File: src/rtl/xent_pkg.sv
package xent_pkg;
    parameter int XLEN   = 32;
    parameter int CODE_W = 12;
    parameter int IMM_W  = 8;

    localparam logic [XLEN-1:0] ST_PRIV   = XLEN'(1) << 30;
    localparam logic [XLEN-1:0] ST_BANK   = XLEN'(1) << 29;
    localparam logic [XLEN-1:0] ST_BLOCK  = XLEN'(1) << 28;
    localparam logic [XLEN-1:0] ST_FPOFF  = XLEN'(1) << 15;
    localparam logic [XLEN-1:0] ST_IMASK  = XLEN'(32'h0000_00F0);
    localparam logic [XLEN-1:0] ST_WMASK  = XLEN'(32'h7000_83F3);
    localparam logic [XLEN-1:0] ST_INIT   = XLEN'(32'h7000_00F0);
    localparam logic [XLEN-1:0] FP_FRBIT  = XLEN'(1) << 21;
    localparam logic [XLEN-1:0] FP_WMASK  = XLEN'(32'h003F_FFFF);
    localparam logic [XLEN-1:0] FP_INIT   = XLEN'(32'h0004_0001);
    localparam logic [XLEN-1:0] BOOT_PC   = XLEN'(32'hA000_0000);
    localparam logic [XLEN-1:0] OFS_GEN   = XLEN'(32'h100);
    localparam logic [XLEN-1:0] OFS_TLB   = XLEN'(32'h400);
    localparam logic [XLEN-1:0] OFS_IRQ   = XLEN'(32'h600);
    localparam logic [CODE_W-1:0] TRAP_EVT = CODE_W'(12'h160);

    typedef enum logic [2:0] {
        EV_NONE  = 3'd0,
        EV_RESET = 3'd1,
        EV_EXC   = 3'd2,
        EV_TRAP  = 3'd3,
        EV_IRQ   = 3'd4,
        EV_HALT  = 3'd5
    } ev_kind_e;

    typedef struct packed {
        logic              take;
        logic              save;
        logic              halt_set;
        logic              slot_clr;
        logic              vbr_clr;
        logic              fp_init;
        logic              wr_exp;
        logic              wr_int;
        logic              wr_tra;
        logic [XLEN-1:0]   new_pc;
        logic [XLEN-1:0]   saved_pc;
        logic [XLEN-1:0]   new_sr;
        logic [CODE_W-1:0] exp_code;
        logic [CODE_W-1:0] int_code;
        logic [XLEN-1:0]   tra_val;
    } entry_t;

    function automatic logic [XLEN-1:0] sr_on_entry(input logic [XLEN-1:0] sr);
        return sr | ST_PRIV | ST_BANK | ST_BLOCK;
    endfunction

    function automatic logic [XLEN-1:0] sr_on_reset(input logic [XLEN-1:0] sr);
        return (sr | ST_PRIV | ST_BANK | ST_BLOCK | ST_IMASK) & ~ST_FPOFF;
    endfunction
endpackage

File: src/rtl/xent_arb.sv
module xent_arb
    import xent_pkg::*;
(
    input  logic     req_reset,
    input  logic     req_exc,
    input  logic     req_trap,
    input  logic     req_irq,
    input  logic     halted,
    input  logic     vbr_zero,
    output ev_kind_e kind
);
    always_comb begin
        if (req_reset)
            kind = EV_RESET;
        else if (halted)
            kind = EV_NONE;
        else if (req_exc || req_trap) begin
            if (vbr_zero)
                kind = EV_HALT;
            else
                kind = req_exc ? EV_EXC : EV_TRAP;
        end else if (req_irq)
            kind = EV_IRQ;
        else
            kind = EV_NONE;
    end
endmodule

File: src/rtl/xent_target.sv
module xent_target
    import xent_pkg::*;
(
    input  ev_kind_e          kind,
    input  logic              exc_tlb,
    input  logic [XLEN-1:0]   vbr,
    input  logic [XLEN-1:0]   cur_pc,
    input  logic              in_slot,
    input  logic [XLEN-1:0]   sr,
    input  logic [CODE_W-1:0] rst_code,
    input  logic [CODE_W-1:0] exc_code,
    input  logic [CODE_W-1:0] irq_code,
    input  logic [IMM_W-1:0]  trap_imm,
    output entry_t            ent
);
    logic [XLEN-1:0] slot_pc;
    logic [XLEN-1:0] gen_ofs;

    always_comb begin
        slot_pc = in_slot ? (cur_pc - XLEN'(2)) : cur_pc;
        gen_ofs = (kind == EV_EXC && exc_tlb) ? OFS_TLB : OFS_GEN;
    end

    always_comb begin
        ent          = '0;
        ent.new_sr   = sr;
        ent.new_pc   = cur_pc;
        ent.saved_pc = cur_pc;
        ent.tra_val  = XLEN'(trap_imm) << 2;
        unique case (kind)
            EV_RESET: begin
                ent.take     = 1'b1;
                ent.vbr_clr  = 1'b1;
                ent.fp_init  = 1'b1;
                ent.new_pc   = BOOT_PC;
                ent.new_sr   = sr_on_reset(sr);
                ent.wr_exp   = 1'b1;
                ent.exp_code = rst_code;
            end
            EV_EXC, EV_TRAP: begin
                ent.take     = 1'b1;
                ent.save     = 1'b1;
                ent.saved_pc = slot_pc;
                ent.slot_clr = in_slot;
                ent.new_pc   = vbr + gen_ofs;
                ent.new_sr   = sr_on_entry(sr);
                ent.wr_exp   = 1'b1;
                ent.exp_code = (kind == EV_TRAP) ? TRAP_EVT : exc_code;
                ent.wr_tra   = (kind == EV_TRAP);
            end
            EV_IRQ: begin
                ent.take     = 1'b1;
                ent.save     = 1'b1;
                ent.new_pc   = vbr + OFS_IRQ;
                ent.new_sr   = sr_on_entry(sr);
                ent.wr_int   = 1'b1;
                ent.int_code = irq_code;
            end
            EV_HALT: ent.halt_set = 1'b1;
            default: ;
        endcase
    end
endmodule

File: src/rtl/xent_toggle.sv
module xent_toggle #(
    parameter int          W   = 32,
    parameter logic [W-1:0] SEL = '0
) (
    input  logic [W-1:0] old_val,
    input  logic [W-1:0] new_val,
    output logic         flip
);
    always_comb flip = |((old_val ^ new_val) & SEL);
endmodule

File: src/rtl/xent_ctrl.sv
module xent_ctrl
    import xent_pkg::*;
(
    input  logic              clk,
    input  logic              rst,
    input  logic              req_reset,
    input  logic [CODE_W-1:0] rst_code,
    input  logic              req_exc,
    input  logic [CODE_W-1:0] exc_code,
    input  logic              exc_tlb,
    input  logic              req_trap,
    input  logic [IMM_W-1:0]  trap_imm,
    input  logic              req_irq,
    input  logic [CODE_W-1:0] irq_code,
    input  logic [XLEN-1:0]   cur_pc,
    input  logic [XLEN-1:0]   cur_sp,
    input  logic              in_slot,
    input  logic              sr_we,
    input  logic [XLEN-1:0]   sr_wdata,
    input  logic              fpsr_we,
    input  logic [XLEN-1:0]   fpsr_wdata,
    input  logic              vbr_we,
    input  logic [XLEN-1:0]   vbr_wdata,
    output logic              entry_taken,
    output logic [XLEN-1:0]   pc_out,
    output logic [XLEN-1:0]   next_pc,
    output logic [XLEN-1:0]   sr_out,
    output logic [XLEN-1:0]   fpsr_out,
    output logic [XLEN-1:0]   vbr_out,
    output logic [XLEN-1:0]   saved_pc,
    output logic [XLEN-1:0]   saved_sr,
    output logic [XLEN-1:0]   saved_sp,
    output logic [CODE_W-1:0] expevt_out,
    output logic [CODE_W-1:0] intevt_out,
    output logic [XLEN-1:0]   tra_out,
    output logic              slot_clr,
    output logic              halted,
    output logic              bank_swap,
    output logic              fp_bank_swap
);
    ev_kind_e        kind;
    entry_t          ent;
    logic            quiet;
    logic [XLEN-1:0] pc_q, npc_q, sr_q, fp_q, vbr_q;
    logic [XLEN-1:0] sr_nxt, fp_nxt, vbr_nxt, pc_nxt;
    logic            sr_flip, fp_flip;

    xent_arb u_arb (
        .req_reset (req_reset),
        .req_exc   (req_exc),
        .req_trap  (req_trap),
        .req_irq   (req_irq),
        .halted    (halted),
        .vbr_zero  (vbr_q == '0),
        .kind      (kind)
    );

    xent_target u_tgt (
        .kind     (kind),
        .exc_tlb  (exc_tlb),
        .vbr      (vbr_q),
        .cur_pc   (cur_pc),
        .in_slot  (in_slot),
        .sr       (sr_q),
        .rst_code (rst_code),
        .exc_code (exc_code),
        .irq_code (irq_code),
        .trap_imm (trap_imm),
        .ent      (ent)
    );

    // Register writes only in cycles with no event of any kind.
    always_comb begin
        quiet = (kind == EV_NONE);
        pc_nxt = ent.take ? ent.new_pc : pc_q;
        if (ent.take)
            sr_nxt = ent.new_sr;
        else if (quiet && sr_we)
            sr_nxt = sr_wdata & ST_WMASK;
        else
            sr_nxt = sr_q;
        if (ent.fp_init)
            fp_nxt = FP_INIT;
        else if (quiet && fpsr_we)
            fp_nxt = fpsr_wdata & FP_WMASK;
        else
            fp_nxt = fp_q;
        if (ent.vbr_clr)
            vbr_nxt = '0;
        else if (quiet && vbr_we)
            vbr_nxt = vbr_wdata;
        else
            vbr_nxt = vbr_q;
    end

    xent_toggle #(.W(XLEN), .SEL(ST_BANK)) u_gr_flip (
        .old_val (sr_q),
        .new_val (sr_nxt),
        .flip    (sr_flip)
    );

    xent_toggle #(.W(XLEN), .SEL(FP_FRBIT)) u_fp_flip (
        .old_val (fp_q),
        .new_val (fp_nxt),
        .flip    (fp_flip)
    );

    always_ff @(posedge clk) begin
        if (rst) begin
            pc_q         <= BOOT_PC;
            npc_q        <= BOOT_PC + XLEN'(2);
            sr_q         <= ST_INIT;
            fp_q         <= FP_INIT;
            vbr_q        <= '0;
            saved_pc     <= '0;
            saved_sr     <= '0;
            saved_sp     <= '0;
            expevt_out   <= '0;
            intevt_out   <= '0;
            tra_out      <= '0;
            halted       <= 1'b0;
            entry_taken  <= 1'b0;
            slot_clr     <= 1'b0;
            bank_swap    <= 1'b0;
            fp_bank_swap <= 1'b0;
        end else begin
            pc_q         <= pc_nxt;
            npc_q        <= pc_nxt + XLEN'(2);
            sr_q         <= sr_nxt;
            fp_q         <= fp_nxt;
            vbr_q        <= vbr_nxt;
            entry_taken  <= ent.take;
            slot_clr     <= ent.slot_clr;
            bank_swap    <= sr_flip;
            fp_bank_swap <= fp_flip;
            if (ent.save) begin
                saved_pc <= ent.saved_pc;
                saved_sr <= sr_q;
                saved_sp <= cur_sp;
            end
            if (ent.wr_exp) expevt_out <= ent.exp_code;
            if (ent.wr_int) intevt_out <= ent.int_code;
            if (ent.wr_tra) tra_out    <= ent.tra_val;
            if (kind == EV_RESET)
                halted <= 1'b0;
            else if (ent.halt_set)
                halted <= 1'b1;
        end
    end

    always_comb begin
        pc_out   = pc_q;
        next_pc  = npc_q;
        sr_out   = sr_q;
        fpsr_out = fp_q;
        vbr_out  = vbr_q;
    end
endmodule

File: config.mk
export PLATFORM = sky130hd
export DESIGN_NAME = xent_ctrl
export DESIGN_NICKNAME = d
export VERILOG_FILES = /design/src/rtl/xent_pkg.sv /design/src/rtl/xent_arb.sv /design/src/rtl/xent_target.sv /design/src/rtl/xent_toggle.sv /design/src/rtl/xent_ctrl.sv
export SDC_FILE = /design/constraint.sdc
export NUM_CORES = 1
export LEC_CHECK = 0
export ABC_AREA = 1
export BUFFER_PORTS_ARGS = -buffer_cell sky130_fd_sc_hd__buf_2
export CORE_AREA = 2 2 205 207
export CTS_CLUSTER_DIAMETER = 150
export CTS_CLUSTER_SIZE = 30
export DETAILED_ROUTE_END_ITERATION = 16
export DIE_AREA = 0 0 207 209
export MAX_ROUTING_LAYER = met4
export PLACE_DENSITY = 0.66
export SYNTH_ARGS = -nofsm -noshare
export SYNTH_HDL_FRONTEND = slang
export SYNTH_SLANG_ARGS = --single-unit
File: constraint.sdc
create_clock -name clk -period 3.9 [get_ports clk]
set_clock_uncertainty 0.05 [all_clocks]
set_input_delay 0.39 -clock clk [delete_from_list [all_inputs] [get_ports clk]]
set_output_delay 0.39 -clock clk [all_outputs]
set_load 0.02 [all_outputs]
After elaboration in Yosys (flattened, before gate mapping)
Cells that the tools add are included.
{"block": "totals", "regBits": 293, "out_inout_bits": 317}
{"block": "classes", "addsub": 4, "n_eq_ne": 5, "n_mux": 26, "bitwise_logic": 3, "n_reduce_logical": 14}
{"op": "$mux W32", "count": 7}
{"op": "$pmux W32 S3", "count": 1}
{"op": "$pmux W31 S2", "count": 1}
{"op": "$add A32 B11 Y32 const B", "count": 1}
{"op": "$add A32 B2 Y32 const B", "count": 1}
{"op": "$add A32 B32 Y32", "count": 1}
{"op": "$logic_not A32 Y1", "count": 1}
{"op": "$sub A32 B2 Y32 const B", "count": 1}
{"op": "$xor A30 B30 Y30", "count": 1}
{"op": "$mux W12", "count": 2}
{"op": "$pmux W12 S2", "count": 1}
{"op": "$xor A22 B22 Y22", "count": 1}
{"op": "$mux W3", "count": 5}
{"op": "$mux W11", "count": 1}
{"op": "$reduce_or A2 Y1", "count": 4}
{"op": "$mux W1", "count": 7}
{"op": "$eq A3 B2 Y1 const B", "count": 2}
{"op": "$eq A3 B3 Y1 const B", "count": 2}
{"op": "$reduce_or A3 Y1", "count": 2}
{"op": "$logic_and A1 B1 Y1", "count": 4}
{"op": "$reduce_or A4 Y1", "count": 1}
{"op": "$eq A3 B1 Y1 const B", "count": 1}
{"op": "$logic_not A3 Y1", "count": 1}
{"op": "$mux W2", "count": 1}
{"op": "other kinds (2)", "count": 2}

Depth between registers and ports, before layout
{"block": "logic_depth", "word_depth": 12, "mapped_depth": 31}

Hierarchy
From an unflattened synthesis, not the netlist that was laid out.
{"block": "unflattened", "hier_cells": 2316, "hier_area_um2": 15682.5}
{"mod": "xent_ctrl", "n_inst": 1, "cells_per_inst": 1682, "area_per_inst_um2": 12416.9, "seq_area_each_um2": 6326.1}
{"mod": "xent_target", "n_inst": 1, "cells_per_inst": 610, "area_per_inst_um2": 3171.8, "seq_area_each_um2": 0.0}
{"mod": "xent_arb", "n_inst": 1, "cells_per_inst": 14, "area_per_inst_um2": 56.3, "seq_area_each_um2": 0.0}
{"mod": "xent_toggle", "n_inst": 2, "cells_per_inst": 5, "area_per_inst_um2": 18.8, "seq_area_each_um2": 0.0}

Least setup slack after synthesis
No wires, ideal clock.
{"block": "synth_timing", "path_kind": "register to register", "startpoint": "register vbr_q[12], in the netlist vbr_out[12]", "endpoint": "register npc_q[21], in the netlist next_pc[21]", "t_arrival_ps": 3546, "required_time_ps": 3737, "slack_ps": 191, "stages_incl_launch_ff": 29, "n_path_buf": 2, "cell_sequence": "dfxtp_1 > buf_6 > nor2_1 > nand2_1 > nor2_2 > nand2_2 > inv_2 > nand2_2 > nand3_4 > buf_2 > nor2_1 > nand2_1 > inv_1 > ha_1 > nand3_1 > nand2_1 > nand2_1 > nor2_1 > inv_1 > o21ai_0 > o211ai_1 > nand3_1 > nand2_1 > nor2_1 > inv_1 > nor3_4 > nand2_1 > nor2_1 > nor2_1"}
{"block": "synth_between", "elab_chain_len": 12}
{"item": "start: declaration", "line_no": "xent_ctrl.sv:44", "text": "logic [XLEN-1:0] pc_q, npc_q, sr_q, fp_q, vbr_q;"}
{"item": "start signal: assignment", "line_no": "xent_ctrl.sv:131", "text": "vbr_q <= vbr_nxt;"}
{"item": "$logic_not A32 Y1", "line_no": "xent_ctrl.sv:54", "text": ".vbr_zero (vbr_q == '0),"}
{"item": "$mux W3", "line_no": "xent_arb.sv:18", "text": "if (vbr_zero)"}
{"item": "$mux W3", "line_no": "xent_arb.sv:17", "text": "else if (req_exc || req_trap) begin"}
{"item": "$mux W3", "line_no": "xent_arb.sv:15", "text": "else if (halted)"}
{"item": "$mux W3", "line_no": "xent_arb.sv:13", "text": "if (req_reset)"}
{"item": "$eq A3 B2 Y1", "line_no": "xent_target.sv:21, xent_target.sv:30"}
{"item": "$logic_and A1 B1 Y1", "line_no": "xent_target.sv:21", "text": "gen_ofs = (kind == EV_EXC && exc_tlb) ? OFS_TLB : OFS_GEN;"}
{"item": "$mux W11", "line_no": "xent_target.sv:21"}
{"item": "$add A32 B32 Y32", "line_no": "xent_target.sv:45", "text": "ent.new_pc = vbr + gen_ofs;"}
{"item": "$pmux W32 S3", "line_no": "xent_target.sv:30", "text": "unique case (kind)"}
{"item": "$mux W32 *", "line_no": "xent_ctrl.sv:75", "text": "pc_nxt = ent.take ? ent.new_pc : pc_q;"}
{"item": "$add A32 B2 Y32 *", "line_no": "xent_ctrl.sv:128", "text": "npc_q <= pc_nxt + XLEN'(2);"}
{"item": "end signal: assignment", "line_no": "xent_ctrl.sv:111", "text": "npc_q <= BOOT_PC + XLEN'(2);"}
{"item": "end signal: assignment", "line_no": "xent_ctrl.sv:128"}
{"item": "end: declaration", "line_no": "xent_ctrl.sv:44"}
Mark *: on every way between the ends. The rest lies on a longest branch, timed or not.
A chain may end at the register's enable or synchronous reset.

Final worst setup path
{"block": "layout_timing", "startpoint": "register vbr_q[3], in the netlist vbr_out[3]", "endpoint": "register npc_q[20], in the netlist next_pc[20]"}
Same word-level chain as after synthesis.

==> results.sh <==
export IMPL_numPortBuffers=427
export IMPL_p_int_mw=4.00
export IMPL_clockBufferDepth=3
export IMPL_clkLatencyLatePin_ps=520
export IMPL_ys_seq_elements=242
export IMPL_yosys_mux_area_fraction=0
export IMPL_clkPwrFrac=0.229
export IMPL_ir_drop_v=0.000332
export IMPL_drive_above_1_share=0.276
export IMPL_cp_required_ps=4230
export IMPL_hp_class="primary input to flop"
export IMPL_clkSinkCount=242
export IMPL_gr_usage_all_layers=0.191
export IMPL_vias=12300
export IMPL_io_pins=532
export IMPL_gp_congestion=0.902
export IMPL_synth_compound_area_frac=0.125
export IMPL_synthSimpleGateAreaFrac=0.300
export IMPL_slew_viol_final=0
export IMPL_cts_root_buf="clkbuf_16"
export IMPL_fin_nets=2354
export IMPL_synth_xor_area_frac=0.0375
export IMPL_yosysWarnings=0
export IMPL_final_core_util=0.362
export IMPL_worstPathArrival_ps=3960
export IMPL_worst_pin_slew_ps=1080
export IMPL_cts_max_level=1
export IMPL_area_growth_pct=25.5
export IMPL_ys_top_cells_by_area="dfxtp_1, nand2_1, nor2_1"
export IMPL_drtAntennaViolNets=0
export IMPL_wl_per_cell_um=16.0
export IMPL_finalCritPeriodShare=0.931
export IMPL_start_util=0.288
export IMPL_endpoint_kind="flop"
export IMPL_die_h_um=209
export IMPL_start_kind="flop"
export IMPL_avgSynthCellArea_um2=6.94
export IMPL_hold_buffers=0
export IMPL_reg2reg_depth=27
export IMPL_layout_min_cycle_time_ps=3630
export IMPL_dp_hpwl_um=34200
export IMPL_fp_row_count=75
export IMPL_critical_path_max_fanout=4
export IMPL_yosysSeqAreaShare=0.407
export IMPL_rsz0062_at_grt="no"
export IMPL_max_freq_mhz=275
export IMPL_maxSlewHeadroom=0.275
export IMPL_hold_violations=0
export IMPL_antenna_found_initial=0
export IMPL_synth_area_mm2=0.0119
export IMPL_netlist_area_leader_share=0.407
export IMPL_synth_top_family_by_area="simple AND/OR/NAND/NOR gates"
export IMPL_grt_overflow_total=0
export IMPL_diodes=0
export IMPL_pwr_share_seq=0.445
export IMPL_power_switching_mw=2.49
export IMPL_core_mm2=0.0413
export IMPL_maxCapViolCount=0
export IMPL_finalSetupViolCount=0
export IMPL_switching_share=0.383
export IMPL_wirelength_um=42800
export IMPL_grt_pass1_vias=11400
export IMPL_numCtsBuffers=12
export IMPL_drcViolationCount=0
export IMPL_pwr_share_comb=0.326
export IMPL_synth_cells=1715
export IMPL_status="completed"
export IMPL_power_density_mw_per_mm2=434
export IMPL_die_x_um=207
export IMPL_synth_area_leader_cell="dfxtp_1"
export IMPL_dr_pass1_iters=5
export IMPL_cts_tree="yes"
export IMPL_critical_path_class="flop to flop"
export IMPL_min_path_cells=3
export IMPL_viasPerCell=4.61
export IMPL_fill_cells=4488
export IMPL_yosys_area_share_adder=0.00631
export IMPL_grt_start_max_net_pins=60
export IMPL_fin_tns_setup_ps=0
export IMPL_clk_pin_slew_ps=120
export IMPL_leakage_nw=7.19
export IMPL_drt_initial_drc_count=987
export IMPL_die_area_mm2=0.0433
export IMPL_grt_first_pass_wirelength_um=63700
export IMPL_synthDistinctLibCells=46
-- logic make-up (layout without fill, tap and decap cells) --
group,count (synthesis),in the layout
and+or+nand+nor,833,833
other,1,74
AOI/OAI and AO/OA,288,288
DFF,242,242
buffers and inverters,294,639
xor gates and xnor gates,51,51
adders and majority gates,6,6
-- synthesized netlist by cell type (all sizes together) --
cell type,n
nand3,126
o211ai,2
xor2,34
o31ai,1
dfxtp,242
o21a,1
or2,6
conb,1
o22ai,3
a21oi,136
xnor2,17
buf,107
o21bai,1
ha,6
a2111oi,1
clkinv,1
nor2,289
clkbuf,47
nor3,20
nand3b,3
o21ai,139
a31oi,2
nor4,3
nand4,17
a22oi,1
a21o,1
nand2,369
inv,139
-- path summary, 6_finish.rpt --
kind	startpoint	to	slack (ps)
setup reg to reg	vbr_out[3]	next_pc[20]	270
hold / removal	fpsr_wdata[0]	fpsr_out[0]	30
setup / recovery	vbr_out[3]	next_pc[20]	270
hold reg to reg	saved_sp[30]	saved_sp[30]	420
-- stage by stage --
stage	total power [mW]	instances	worst slack (ps)	hold WS, ps	cell area (um2)
detailed placement	5.05	2656	121	400	14500
CTS	6.56	2670	86.4	5.06	14800
global route	6.85	2672	5.43	27.0	14900
floorplan	4.33	1788	191	394	12200
finish	6.48	2672	270	29.1	14900
global placement	5.02	2656	206	396	14500
-- power by group through the flow --
stage | Combinational [mW] | Clock (mW) | Sequential (mW)
after CTS | 2.12 | 1.55 | 2.89
after global routing | 2.31 | 1.62 | 2.92
final | 2.11 | 1.49 | 2.89
after global placement | 2.09 | 0 | 2.93
after detailed placement | 2.11 | 0 | 2.94
after floorplan | 1.05 | 0 | 3.28
-- flip-flops by register name, indices dropped and copies added, names as in the netlist, 12 cells and up --
signal / cells
vbr_out: 32
intevt_out: 12
fpsr_out: 22
pc_out: 32
expevt_out: 12
sr_out: 12
saved_sp: 32
saved_pc: 32
saved_sr: 12
next_pc: 31
-- routing by layer --
| layer | part of all wire | GRT usage | vias up | wire [um] |
|---|---|---|---|---|
| met5 | 0 | - | - | 0 |
| met4 | 0.030 | 0.0574 | 0 | 1270 |
| met3 | 0.055 | 0.0323 | 59 | 2360 |
| met2 | 0.48 | 0.316 | 416 | 20400 |
| met1 | 0.44 | 0.238 | 5683 | 18700 |
| li1 | - | - | 6149 | - |
-- layout make-up --
| cell class | count | area (um2) | share of cell area |
|---|---|---|---|
| clock inverter | 1 | 30.0 | 0.00201 |
| multi-input combinational | 1252 | 5960 | 0.399 |
| timing repair buffer | 485 | 2570 | 0.172 |
| tap | 539 | 674 | 0.0451 |
| sequential | 242 | 4850 | 0.324 |
| clock buffer | 13 | 325 | 0.0218 |
| inverter | 140 | 528 | 0.0353 |
-- cells in the final DEF, fill, tap and decap left out, drive strengths merged --
cell and n:
nand3b 3, nand3 126, ha 6, nand2 369, o22ai 3, a2111oi 1, o211ai 2, xnor2 17
o31ai 1, inv 139, o21ai 139, nor3 20, a22oi 1, buf 485, nand4 17, xor2 34
or2 6, conb 74, a21o 1, a31oi 2, clkinv 2, nor4 3, nor2 289, clkbuf 13
o21bai 1, o21a 1, a21oi 136, dfxtp 242
-- critical path: stages (launching register included) --
cell	delay, ps
dfxtp_1	360
nor2_1	150
nand2_1	90
nor2_2	170
nand2_1	100
o21ai_2	150
nand2_2	70
nand2_1	80
nor2_1	70
nand2_1	80
inv_1	50
ha_1	300
nand2_1	70
nand2_1	60
nand2_1	90
nor2_1	130
buf_4	160
nand2_1	80
xor2_1	260
nand2_1	140
nand2_1	90
nor2_1	60
nor2_1	90
nand2_1	90
nor2_1	250
nand3_1	110
nand2_1	70
a21oi_1	60
-- timing repair --
action                     4_1_cts  5_1_grt
setup buffers                    0        2
resized for setup                0       28
setup endpoints to repair        0       16
(Power assumes the default switching activity.)
